**src/rtl/pwm_cs_pkg.sv**
```systemverilog
package pwm_cs_pkg;
    typedef enum logic {
        ST_IDLE = 1'b0,
        ST_RUN  = 1'b1
    } run_state_e;

    // Map an active flag onto a pin level for a given polarity bit.
    function automatic logic pin_level(input logic active, input logic neg);
        return active ^ neg;
    endfunction
endpackage

```
**src/rtl/pwm_cs_regs.sv**
```systemverilog
module pwm_cs_regs #(
    parameter int CNT_W = 8,
    parameter int NPAIR = 3,
    parameter int AW    = 3
) (
    input  logic                             clk,
    input  logic                             rst_n,
    input  logic                             wr_en,
    input  logic [AW-1:0]                    wr_addr,
    input  logic [CNT_W-1:0]                 wr_data,
    input  logic                             load_i,
    output logic [2*NPAIR-1:0][CNT_W-1:0]    duty_act_o,
    output logic [CNT_W-1:0]                 per_act_o,
    output logic                             top_neg_o,
    output logic                             bot_neg_o
);
    localparam int            NDUTY = 2 * NPAIR;
    localparam logic [AW-1:0] A_PER = AW'(NDUTY);
    localparam logic [AW-1:0] A_CFG = AW'(NDUTY + 1);

    logic [NDUTY-1:0][CNT_W-1:0] duty_sh;
    logic [CNT_W-1:0]            per_sh;

    // Shadow copies and polarity: written by software.
    always_ff @(posedge clk or negedge rst_n) begin
        if (!rst_n) begin
            duty_sh   <= '0;
            per_sh    <= '0;
            top_neg_o <= 1'b0;
            bot_neg_o <= 1'b0;
        end else if (wr_en) begin
            for (int i = 0; i < NDUTY; i++) begin
                if (wr_addr == AW'(i)) duty_sh[i] <= wr_data;
            end
            if (wr_addr == A_PER) per_sh <= wr_data;
            if (wr_addr == A_CFG) begin
                top_neg_o <= wr_data[0];
                bot_neg_o <= wr_data[1];
            end
        end
    end

    // Active copies: refreshed only on the load strobe.
    always_ff @(posedge clk or negedge rst_n) begin
        if (!rst_n) begin
            duty_act_o <= '0;
            per_act_o  <= '0;
        end else if (load_i) begin
            duty_act_o <= duty_sh;
            per_act_o  <= per_sh;
        end
    end

    // active values stay frozen between load strobes
    p_shadow_hold_r10: assert property (@(posedge clk) disable iff (!rst_n)
        !load_i |=> ($stable(per_act_o) && $stable(duty_act_o)));
endmodule

```
**src/rtl/pwm_cs_timer.sv**
```systemverilog
module pwm_cs_timer
    import pwm_cs_pkg::*;
#(
    parameter int CNT_W = 8
) (
    input  logic             clk,
    input  logic             rst_n,
    input  logic             en,
    input  logic [CNT_W-1:0] per_act,
    output logic [CNT_W-1:0] cnt_o,
    output logic             run_o,
    output logic             wrap_o,
    output logic             load_o
);
    run_state_e state_q, state_d;

    // Next-state logic.
    always_comb begin
        state_d = state_q;
        unique case (state_q)
            ST_IDLE: if (en)  state_d = ST_RUN;   // start
            ST_RUN:  if (!en) state_d = ST_IDLE;  // stop
        endcase
    end

    // State and counter registers.
    always_ff @(posedge clk or negedge rst_n) begin
        if (!rst_n) begin
            state_q <= ST_IDLE;
            cnt_o   <= '0;
        end else begin
            state_q <= state_d;
            if (state_q == ST_RUN && en && !wrap_o) cnt_o <= cnt_o + CNT_W'(1);
            else                                    cnt_o <= '0;
        end
    end

    // Output decode of the state machine.
    always_comb begin
        run_o  = (state_q == ST_RUN);
        wrap_o = run_o && ((per_act == '0) || (cnt_o >= per_act - CNT_W'(1)));
        load_o = !run_o || wrap_o;
    end

    // the count restarts from zero after the last count of a period
    p_wrap_restart_r1: assert property (@(posedge clk) disable iff (!rst_n)
        (wrap_o && en) |=> (cnt_o == '0));
    // inside a period the count advances by one
    p_count_step_r1: assert property (@(posedge clk) disable iff (!rst_n)
        (run_o && en && !wrap_o) |=> (cnt_o == $past(cnt_o) + CNT_W'(1)));
    // disabling holds the counter at zero
    p_idle_zero_r9: assert property (@(posedge clk) disable iff (!rst_n)
        !en |=> (cnt_o == '0));
endmodule

```
**src/rtl/pwm_cs_pair.sv**
```systemverilog
module pwm_cs_pair
    import pwm_cs_pkg::*;
#(
    parameter int CNT_W = 8
) (
    input  logic             clk,
    input  logic             rst_n,
    input  logic             run_i,
    input  logic             en,
    input  logic             wrap_i,
    input  logic             cs_i,
    input  logic [CNT_W-1:0] duty_a,
    input  logic [CNT_W-1:0] duty_b,
    input  logic [CNT_W-1:0] cnt_i,
    input  logic             top_neg,
    input  logic             bot_neg,
    output logic             top_o,
    output logic             bot_o
);
    logic             sel_q;
    logic [CNT_W-1:0] duty_sel;
    logic             top_act;

    // Selection latch: cleared while idle, reloaded only at a wrap.
    always_ff @(posedge clk or negedge rst_n) begin
        if (!rst_n)                sel_q <= 1'b0;
        else if (!run_i || !en)    sel_q <= 1'b0;
        else if (wrap_i)           sel_q <= cs_i;
    end

    always_comb begin
        duty_sel = sel_q ? duty_b : duty_a;
        top_act  = run_i && (cnt_i < duty_sel);
        top_o    = run_i ? pin_level(top_act, top_neg)  : top_neg;
        bot_o    = run_i ? pin_level(!top_act, bot_neg) : bot_neg;
    end

    // the selection cannot move inside a period
    p_sel_hold_r5: assert property (@(posedge clk) disable iff (!rst_n)
        (run_i && en && !wrap_i) |=> $stable(sel_q));
    // after idle the A register is selected
    p_sel_default_r6: assert property (@(posedge clk) disable iff (!rst_n)
        !run_i |=> !sel_q);
    // top and bottom never share the same active state while running
    p_complement_r2: assert property (@(posedge clk) disable iff (!rst_n)
        run_i |-> ((top_o ^ top_neg) != (bot_o ^ bot_neg)));
endmodule

```
**src/rtl/pwm_cs_top.sv**
```systemverilog
module pwm_cs_top #(
    parameter int CNT_W = 8,
    parameter int NPAIR = 3,
    parameter int AW    = $clog2(2 * NPAIR + 2)
) (
    input  logic               clk,
    input  logic               rst_n,
    input  logic               en,
    input  logic               wr_en,
    input  logic [AW-1:0]      wr_addr,
    input  logic [CNT_W-1:0]   wr_data,
    input  logic [NPAIR-1:0]   cs_i,
    output logic [2*NPAIR-1:0] pwm_o
);
    logic [2*NPAIR-1:0][CNT_W-1:0] duty_act;
    logic [CNT_W-1:0]              per_act;
    logic [CNT_W-1:0]              cnt;
    logic                          top_neg, bot_neg;
    logic                          run, wrap, load;

    pwm_cs_regs #(.CNT_W(CNT_W), .NPAIR(NPAIR), .AW(AW)) u_regs (
        .clk        (clk),
        .rst_n      (rst_n),
        .wr_en      (wr_en),
        .wr_addr    (wr_addr),
        .wr_data    (wr_data),
        .load_i     (load),
        .duty_act_o (duty_act),
        .per_act_o  (per_act),
        .top_neg_o  (top_neg),
        .bot_neg_o  (bot_neg)
    );

    pwm_cs_timer #(.CNT_W(CNT_W)) u_timer (
        .clk     (clk),
        .rst_n   (rst_n),
        .en      (en),
        .per_act (per_act),
        .cnt_o   (cnt),
        .run_o   (run),
        .wrap_o  (wrap),
        .load_o  (load)
    );

    for (genvar p = 0; p < NPAIR; p++) begin : g_pair
        pwm_cs_pair #(.CNT_W(CNT_W)) u_pair (
            .clk     (clk),
            .rst_n   (rst_n),
            .run_i   (run),
            .en      (en),
            .wrap_i  (wrap),
            .cs_i    (cs_i[p]),
            .duty_a  (duty_act[2*p]),
            .duty_b  (duty_act[2*p+1]),
            .cnt_i   (cnt),
            .top_neg (top_neg),
            .bot_neg (bot_neg),
            .top_o   (pwm_o[2*p]),
            .bot_o   (pwm_o[2*p+1])
        );
    end

    // the cycle after a stop, every output rests at its inactive level
    p_idle_levels_r9: assert property (@(posedge clk) disable iff (!rst_n)
        (!en && $past(!en)) |-> (pwm_o == {NPAIR{bot_neg, top_neg}}));
endmodule

```
**config.mk**
```make
export PLATFORM = sky130hd
export DESIGN_NAME = pwm_cs_top
export DESIGN_NICKNAME = d
export VERILOG_FILES = /design/src/rtl/pwm_cs_pkg.sv /design/src/rtl/pwm_cs_regs.sv /design/src/rtl/pwm_cs_timer.sv /design/src/rtl/pwm_cs_pair.sv /design/src/rtl/pwm_cs_top.sv
export SDC_FILE = /design/constraint.sdc
export NUM_CORES = 1
export LEC_CHECK = 0
export BUFFER_PORTS_ARGS = -buffer_cell sky130_fd_sc_hd__buf_2
export CORE_MARGIN = 2
export CORE_UTILIZATION = 52
export DETAILED_ROUTE_END_ITERATION = 6
export PLACE_DENSITY = 0.69
export SLEW_MARGIN = 20
export SYNTH_ARGS = -nofsm -noshare
export SYNTH_HDL_FRONTEND = slang
export SYNTH_HIERARCHICAL = 1
export SYNTH_SLANG_ARGS = --single-unit
```
**constraint.sdc**
```tcl
create_clock -name clk -period 5.65 [get_ports clk]
set_input_delay 0.565 -clock clk [delete_from_list [all_inputs] [get_ports clk]]
set_output_delay 0.565 -clock clk [all_outputs]
set_load 0.02 [all_outputs]
```
# Word level (Yosys, flattened, before mapping)
# Index checks and enable logic that the tools add are counted.
dict set report word_totals {
  ff_bits 126
  latch_bits 0
  ramBits 0
  rom_bits 0
  input_bits 18
  output_inout_bits 6
  elab_cells 83
  mem_count 0
}
dict set report op_classes {
  addsub 2
  multipliers 0
  div 0
  n_lt_le_gt_ge 4
  eq_ne 7
  shift 0
  mux 17
  n_bitwise 6
  reduce_logical 26
}
# cell n
set op_table {}
lappend op_table {{8-bit two-way mux} 4}
lappend op_table {{8-bit < comparator} 3}
lappend op_table {{2-bit AND reduction} 8}
lappend op_table {{1-bit two-way mux} 13}
lappend op_table {{3-bit equality test, second input constant} 4}
lappend op_table {{8-bit by 1-bit adder with 8-bit output, second input constant} 1}
lappend op_table {{8-bit greater-or-equal comparator} 1}
lappend op_table {{8-bit logical NOT} 1}
lappend op_table {{8-bit by 1-bit subtractor with 8-bit output, second input constant} 1}
lappend op_table {{3-bit by 2-bit equality test with 1-bit output, second input constant} 2}
lappend op_table {{1-bit logical AND} 6}
lappend op_table {{1-bit logical NOT} 6}
lappend op_table {{1-bit bitwise XOR} 6}
lappend op_table {{3-bit by 1-bit equality test with 1-bit output, second input constant} 1}
lappend op_table {{3-bit logical NOT} 1}
lappend op_table {{1-bit logical OR} 3}
lappend op_table {{2-bit nonzero test} 1}

# Longest topological paths before layout
# Gate-level depths: netlist of run 1.
dict set report depth {
  ltp_word 7
  depth_mapped 12
  mapped_depth_nobuf 11
}

# Cells and area by module
# The synthesis of run 1 kept the hierarchy.
# mod n_inst cells_per_inst area_per_inst_um2 seq_area_each_um2
set modules_own_cells {}
lappend modules_own_cells {pwm_cs_regs 1 249 4295.4 2852.7}
lappend modules_own_cells {pwm_cs_pair 3 34 336.6 25.0}
lappend modules_own_cells {pwm_cs_timer 1 72 715.7 225.2}

# Worst setup path before layout of run 1
# No wires, ideal clock.
dict set report synth_path {
  path_type {register to register}
  startpoint {reg u_regs.per_act_o[2]}
  endpoint {reg u_regs/duty_act_o[0] (netlist name)}
  setup_time_ps 125
  t_arrival_ps 2650
  t_required_ps 5525
  setup_slack_ps 2875
  path_stages_with_launch 13
  path_buffers 2
  path_cell_list {dfrtp_1 > nor2_2 > nand3_1 > nor4_2 > xnor2_1 > ha_1 > and2_4 > o2111ai_1 > o21a_1 > nand3_1 > buf_2 > buf_2 > mux2_2}
}
dict set report synth_via {
  elab_chain_len 5
  word_cells_on_any_way 6
}
# item line_no
set synth_lines {}
lappend synth_lines {{from (decl)} pwm_cs_regs.sv:13} ;# output logic [CNT_W-1:0] per_act_o,
lappend synth_lines {{from (signal assigned)} pwm_cs_regs.sv:50} ;# per_act_o <= per_sh;
lappend synth_lines {{8-bit by 1-bit subtractor with 8-bit output} pwm_cs_timer.sv:41} ;# wrap_o = run_o && ((per_act == '0) || (cnt_o >= per_act - CNT_W'(1)));
lappend synth_lines {{8-bit greater-or-equal comparator} pwm_cs_timer.sv:41}
lappend synth_lines {{1-bit logical OR (*)} pwm_cs_timer.sv:41}
lappend synth_lines {{1-bit logical AND (*)} pwm_cs_timer.sv:41}
lappend synth_lines {{1-bit logical OR (*)} pwm_cs_timer.sv:42} ;# load_o = !run_o || wrap_o;
lappend synth_lines {{named net load} pwm_cs_top.sv:19} ;# logic run, wrap, load;
lappend synth_lines {{to (signal assigned)} pwm_cs_regs.sv:49} ;# duty_act_o <= duty_sh;
lappend synth_lines {{to (decl)} pwm_cs_regs.sv:12} ;# output logic [2*NPAIR-1:0][CNT_W-1:0] duty_act_o,
# Mark *: on every way through the listed nets, which the timed path passes. The rest lies on a longest branch.
# A chain may end at the register's enable or synchronous reset.

# Worst setup path in the final report of run 1
dict set report layout_path {
  startpoint {reg u_regs.per_act_o[2]}
  endpoint {reg u_regs.per_act_o[6]}
}
dict set report layout_via {
  elab_chain_len 5
  word_cells_on_any_way 6
}
# item line_no
set layout_lines {}
lappend layout_lines {{8-bit by 1-bit subtractor with 8-bit output} pwm_cs_timer.sv:41}
lappend layout_lines {{8-bit greater-or-equal comparator} pwm_cs_timer.sv:41}
lappend layout_lines {{1-bit logical OR (*)} pwm_cs_timer.sv:41}
lappend layout_lines {{1-bit logical AND (*)} pwm_cs_timer.sv:41}
lappend layout_lines {{1-bit logical OR (*)} pwm_cs_timer.sv:42}
lappend layout_lines {{named net load} pwm_cs_top.sv:19}
# Marked as above.

==> metrics.yaml, run 1 <==
dp_hpwl_mm: 8.07
grt_setup_unrepaired: "false"
num_rows: 39
die_y_um: 112
globalRouteTotalUtil_pct: 21.1
post_synthesis_simple_gate_area_fraction_pct: 5.90
worst_hold_path_type: "in -> async"
worst_r2r_path_depth: 11
mappedNetlistNets: 472
worstPathMaxFanout: 34
starting_density_pct: 53.0
power.share.switching_pct: 26.4
compound_gate_fraction_of_synth_area_pct: 4.66
regToRegEndpoint: "u_regs/per_act_o[6]"
routabilityCongestion: 0.823
synth.top_cells.by_count: "sky130_fd_sc_hd__dfrtp_1 (126), sky130_fd_sc_hd__mux2_2 (114), sky130_fd_sc_hd__ha_1 (31)"
cts_inserted_buffers: 17
postSynthAreaPerCell_um2: 14.2
route.detailed.wl_per_inst_um: 19.9
clk_transition_reported_paths_ns: 0.05
share_of_synthesized_area_spent_on_multiplexers_pct: 26.1
clk-insertion-delay-late_ns: 0.41
slew_viol_final: 0
cp.arrival_ns: 3.86
timing.rr.start: "u_regs/per_act_o[2]"
first_pass_drt_iterations: 4
gr-usage-met1_pct: 29.5
power.density_nw_per_um2: 436
total_number_of_vias: 3477
post_synth_fa_ha_maj_area_fraction_pct: 6.44
cts_repair_resize_count: 0
slowest_delay_ns: 0.50
area_growth_syn_to_layout_pct: 14.4
yosys.cell_types.count: 40
cp_data_required_time_ns: 5.94
synth.largest_area_cell: "sky130_fd_sc_hd__dfrtp_1"
hold_violations: 0
synth_edf_count: 0
final_layout_size_suffix_gt1_share_pct: 41.0
die_area_um2: 12500
ant_nets: 0
largest_family_of_logic_cells_by_synthesized_area: "multiplexers"
groute.layer.met3.usage_pct: 5.17
groute.layer.met2.usage_pct: 33.0
post-synth-top-count-cell: "sky130_fd_sc_hd__dfrtp_1"
viasPerCell: 5.71
yosys_most_used_dff: "sky130_fd_sc_hd__dfrtp_1"
cts_hold_buffers: 0
totalWireLength_mm: 12.1
crit_path_top_delay_cell: "sky130_fd_sc_hd__nand3_2"
path_class: "reg -> reg"
synth-async-reset-ratio_pct: 100
cts_sinks: 126
fin_worst_skew_ns: 0.00760
synth_largest_type_area_fraction_pct: 52.4
top_usage_layer: "met2"
grt_overflow: 0
port-buffer-count: 23
layout_min_cycle_time_ns: 3.57
grt_antenna_before_repair: 0
cts_buffer_depth: 2
leakage_nw: 2.99
net_count_final: 502
number_of_diodes_added_for_antenna_fixing: 0
synthesis.yosys.warnings: 6
detailedPlace.worstSlack_ns: 2.08
period_share_pct: 63.2
netSwitchingPower_mw: 0.792
synth_top_cells_by_area: "sky130_fd_sc_hd__dfrtp_1 (52%), sky130_fd_sc_hd__mux2_2 (21%), sky130_fd_sc_hd__ha_1 (6.4%), sky130_fd_sc_hd__mux2i_1 (4.0%), sky130_fd_sc_hd__xor2_1 (1.5%)"
fmax_ghz: 0.280
seqPwrFrac_pct: 42.4
crit_path_start_kind: "flop"
regToRegSetupSlack_ns: 2.08
finalSetupViolCount: 0
drt_iter0_drc: 187
ys_seq_area_share_pct: 52.4
path_cells: "nor2_2 > nand3_1 > nor4_2 > xnor2_1 > ha_1 > and2_4 > a221oi_4 > o21a_1 > nand3_2 > buf_4 > mux2_2"
die_w_um: 112
tritoncts: "built"
flip_flop_and_latch_count_after_synthesis: 126
htree_levels: 4
vdd_ir_drop_max_uv: 291
run_status: "finished clean"
max-cap-violations: 0
power.clock.fraction_pct: 37.8
grt_max_degree: 74
worst_slew_margin_pct: 40.9
setup_total_negative_slack_ns: 0
floorplan.core_area_um2: 11400
tightestPinTransition_ns: 0.886
grt_first_pass_wirelength_mm: 19.7
post_synth_xor_area_fraction_pct: 2.62
io-pin-count: 24
power_report.internal_total_mw: 2.21
root_buffer: "sky130_fd_sc_hd__clkbuf_16"
setup.worst_path.end_class: "flop"
syn-cell-area_um2: 6020
vias_in_the_first_global_route: 3632
power.combinational.fraction_pct: 19.8
netlist_instances: 423
worst_slack_ns: 2.08
cts.repair_timing.setup_buffer_count: 0
route.detailed.drc: 0
through the flow:
stage | hold slack, ns | cell area [µm²] | std cells | power [mW] | utilization, %
after floorplan | 0.269 | 6020 | 423 | 1.72 | -
after global placement | 0.482 | 6250 | 577 | 1.85 | 55.0
after detailed placement | 0.484 | 6250 | 577 | 1.89 | 55.0
after CTS | 0.219 | 6880 | 609 | 3.03 | 60.5
after global routing | 0.245 | 6890 | 609 | 3.17 | 60.6
final | 0.199 | 6890 | 609 | 3.01 | 60.6
logic make-up (layout without fill, tap and decap cells):
group | after synthesis | in the layout
muxes | 141 | 141
DFF | 126 | 126
and+or+nand+nor | 58 | 58
adders and majority gates | 31 | 31
AOI/OAI and AO/OA | 30 | 30
buffers and inverters | 19 | 62
xor gates and xnor gates | 18 | 18
per-layer routing:
metal	routed length [µm]	share of wire, %
met1	5810	48
met2	5720	47
met3	435	3.6
met4	137	1.1
met5	0	0
layout by cell type, fill, tap and decap left out, drive strengths merged, types with 3 or more instances in the layout:
master | Yosys | final
a211oi | 3 | 3
a21oi | 9 | 9
and3 | 3 | 3
buf | 15 | 27
bufinv | 0 | 4
clkbuf | 1 | 22
clkinv | 0 | 3
clkinvlp | 0 | 3
dfrtp | 126 | 126
ha | 31 | 31
inv | 3 | 3
mux2 | 117 | 117
mux2i | 24 | 24
nand2 | 8 | 8
nand3 | 8 | 8
nand4 | 5 | 5
nand4b | 3 | 3
nor2 | 20 | 20
nor4b | 4 | 4
nor4bb | 3 | 3
o211ai | 4 | 4
o21ai | 3 | 3
o31ai | 3 | 3
xnor2 | 8 | 8
xor2 | 10 | 10
sequential cells by signal (all words and copies together) (netlist names):
name / cells
u_timer/cnt_o: 8
u_regs/top_neg_o: 1
u_regs/per_sh: 8
g_pair.u_pair/sel_q: 3
u_regs/duty_act_o: 48
u_timer/run_o: 1
u_regs/per_act_o: 8
u_regs/bot_neg_o: 1
u_regs/duty_sh: 48
critical path, delay by kind of cell (launching register included):
| kind | cells | cell delay [ns] |
|---|---|---|
| buffers and inverters | 1 | 0.50 |
| AND/OR/NAND/NOR | 5 | 1.22 |
| flip-flops | 1 | 0.42 |
| AO/OA/AOI/OAI | 2 | 0.46 |
| multiplexers | 1 | 0.33 |
| adder cells (fa/ha/maj) | 1 | 0.31 |
| XOR/XNOR | 1 | 0.18 |
how the worst max path moves through the flow:
stage                   startpoint                    end  slack [ns]  cells past startpoint
2_1_floorplan  u_regs/per_act_o[2]   u_regs/duty_act_o[0]        2.87                     12
3_3_place_gp   u_regs/per_act_o[2]    u_regs/per_act_o[2]        2.23                     11
3_5_place_dp   u_regs/per_act_o[2]  u_regs/duty_act_o[34]        2.08                     11
4_1_cts        u_regs/per_act_o[2]  u_regs/duty_act_o[23]        2.09                     11
5_1_grt        u_regs/per_act_o[2]  u_regs/duty_act_o[34]        1.88                     11
6_report       u_regs/per_act_o[2]    u_regs/per_act_o[6]        2.08                     11
final cells by class:
| cell class | count | area (µm²) |
|---|---|---|
| Tap cell | 143 | 179 |
| Sequential cell | 126 | 3150 |
| Multi-Input combinational cell | 278 | 2770 |
| Clock buffer | 22 | 464 |
| Clock inverter | 10 | 161 |
| Fill cell | 854 | 4480 |
| Timing Repair Buffer | 27 | 148 |
| Inverter | 3 | 11.3 |
power groups by stage:
| stage | clock network, mW | registers [mW] | logic (mW) |
|---|---|---|---|
| after global routing | 1.20 | 1.30 | 0.659 |
| after CTS | 1.16 | 1.28 | 0.601 |
| after detailed placement | 0 | 1.29 | 0.597 |
| final | 1.14 | 1.27 | 0.595 |
| after global placement | 0 | 1.28 | 0.572 |
| after floorplan | 0 | 1.24 | 0.477 |
No activity file was read; power rests on OpenSTA's default activity.
==> run 2: changes to the inputs <==
Clock period 5.65 ns to 3.3 ns, I/O delays scaled along.
==> run 2 against run 1 <==
  * Count of clock-buffer cells in the layout is the same
  * Register-to-register slack worse by 1.8 ns
  * Maximum frequency grew 17%
  * Cell area hardly changed
  * Via count is 1.3% higher
  * Non-clock buffer count increased by 4
  * Die area is the same
  * Critical endpoint is now u_regs/duty_act_o[41]
  * Largest cell class unchanged
==> metrics.yaml, run 2 (same netlist as run 1, synthesis figures left out) <==
starting_density_pct: 53.0  # unchanged
final_layout_size_suffix_gt1_share_pct: 41.3  # was 41.0%
die_area_um2: 12500  # unchanged
first_pass_drt_iterations: 4  # unchanged
power.density_nw_per_um2: 728  # was 436 nW/µm²
root_buffer: "sky130_fd_sc_hd__clkbuf_16"  # unchanged
most_common_library_cell_in_the_layout_ignoring_fill_and_taps: "sky130_fd_sc_hd__dfrtp_1"  # unchanged
worst_slew_margin_pct: 54.9  # was 40.9%
fmax_ghz: 0.327  # was 0.280 GHz
grt_setup_unrepaired: "false"  # unchanged
cts_hold_buffers: 1  # was 0
clk-insertion-delay-late_ns: 0.41  # about the same
largest_registers: "u_regs/duty_act_o (48), u_regs/duty_sh (48)"  # unchanged
detailedPlace.worstSlack_ns: 0.296  # was 2.08 ns
vdd_ir_drop_max_uv: 438  # was 291 µV
worstPathMaxFanout: 24  # was 34
grt_overflow: 0  # unchanged
dp_hpwl_mm: 8.19  # was 8.07 mm
ant_nets: 0  # unchanged
total_number_of_vias: 3522  # was 3,477
io-pin-count: 24  # unchanged
cp_data_required_time_ns: 3.59  # was 5.94 ns
clk_transition_reported_paths_ns: 0.06  # was 0.05 ns
worst_slack_ns: 0.241  # was 2.08 ns
run_status: "finished clean"  # unchanged
htree_levels: 4  # unchanged
floorplan.core_area_um2: 11400  # unchanged
cp.arrival_ns: 3.35  # was 3.86 ns
period_share_pct: 92.7  # was 63.2%
worst_hold_path_type: "in -> reg"  # was in -> async
die_w_um: 112  # unchanged
fin_worst_skew_ns: 0.0166  # was 0.00760 ns
totalWireLength_mm: 12.4  # was 12.1 mm
tritoncts: "built"  # unchanged
slew_viol_final: 0  # unchanged
cts_sinks: 126  # unchanged
drt_iter0_drc: 155  # was 187
route.detailed.wl_per_inst_um: 20.4  # was 19.9 µm
setup.worst_path.end_class: "flop"  # unchanged
leakage_nw: 2.99  # about the same
globalRouteTotalUtil_pct: 21.9  # was 21.1%
timing.hold.ws_ns: 0.122  # was 0.199 ns
finalSetupViolCount: 0  # unchanged
grt_first_pass_wirelength_mm: 20.2  # was 19.7 mm
grt_antenna_before_repair: 0  # unchanged
num_rows: 39  # unchanged
die_y_um: 112  # unchanged
net_count_final: 506  # was 502
layout_min_cycle_time_ns: 3.06  # was 3.57 ns
max-cap-violations: 0  # unchanged
routabilityCongestion: 0.795  # was 0.823
cts_repair_resize_count: 0  # unchanged
path_class: "reg -> reg"  # unchanged
setup_total_negative_slack_ns: 0  # unchanged
grt_max_degree: 77  # was 74
cts.repair_timing.setup_buffer_count: 0  # unchanged
port-buffer-count: 23  # unchanged
route.detailed.drc: 0  # unchanged
area_growth_syn_to_layout_pct: 14.3  # was 14.4%
cts_buffer_depth: 2  # unchanged
hold_violations: 0  # unchanged
number_of_diodes_added_for_antenna_fixing: 0  # unchanged
tightestPinTransition_ns: 0.673  # was 0.886 ns
crit_path_start_kind: "flop"  # unchanged
layout_common_cells: "sky130_fd_sc_hd__dfrtp_1 (126), sky130_fd_sc_hd__mux2_2 (114), sky130_fd_sc_hd__ha_1 (31)"  # unchanged
vias_in_the_first_global_route: 3698  # was 3,632
viasPerCell: 5.77  # was 5.71
cts_inserted_buffers: 17  # unchanged
-- run 2: power by group --
| group | total (mW) | internal (mW) | switching [mW] |
|---|---|---|---|
| Clock | 1.79 | 1.17 | 0.621 |
| Sequential | 2.18 | 1.94 | 0.242 |
| Combinational | 1.03 | 0.556 | 0.477 |
-- run 2: routing by layer --
metal / track usage, % / wire length (µm) / vias to the layer above
met3: 5.44 / 443 / 19
met5: 0 / 0 / -
met1: 30.2 / 5830 / 1812
met2: 33.2 / 5860 / 74
met4: 9.63 / 311 / 0
li1: - / - / 1617
-- run 2: area by class of cell --
type / instances / area, µm²
clock inverter: 7 / 87.6
timing repair buffer: 31 / 205
sequential: 126 / 3150
fill: 906 / 4490
clock buffer: 22 / 484
inverter: 3 / 11.3
tap: 143 / 179
multi-input combinational: 278 / 2760
-- run 2: path summary, 6_finish.rpt --
kind,startpoint,to,slack (ns),cells past startpoint
max,u_regs/per_act_o[2],u_regs/duty_act_o[41],0.24,11
max reg2reg,u_regs/per_act_o[2],u_regs/duty_act_o[41],0.24,11
min in group asynchronous,rst_n,u_timer/run_o,0.50,2
min reg2reg,u_regs/duty_sh[40],u_regs/duty_act_o[40],0.50,1
min,en,u_timer/run_o,0.12,1
max in group asynchronous,rst_n,u_regs/per_sh[4],1.99,3
-- run 2: metrics by stage --
step	util (%)	instances	power (mW)	area, µm²
2_1_floorplan	-	423	2.94	6020
3_3_place_gp	55.4	580	3.17	6300
3_5_place_dp	55.4	580	3.24	6300
4_1_cts	60.5	610	5.06	6880
5_1_grt	60.5	610	5.28	6880
6_report	60.5	610	5.01	6880
-- run 2: worst max-delay path: stages, from the launching register on --
cell and delay [ns]:
sky130_fd_sc_hd__dfrtp_1 0.41, sky130_fd_sc_hd__nor2_2 0.21, sky130_fd_sc_hd__nand3_1 0.15, sky130_fd_sc_hd__nor4_2 0.19, sky130_fd_sc_hd__xnor2_1 0.12, sky130_fd_sc_hd__ha_1 0.36
sky130_fd_sc_hd__and2_4 0.18, sky130_fd_sc_hd__o2111ai_1 0.18, sky130_fd_sc_hd__o21a_1 0.27, sky130_fd_sc_hd__nand3_2 0.12, sky130_fd_sc_hd__buf_4 0.35, sky130_fd_sc_hd__mux2_2 0.40
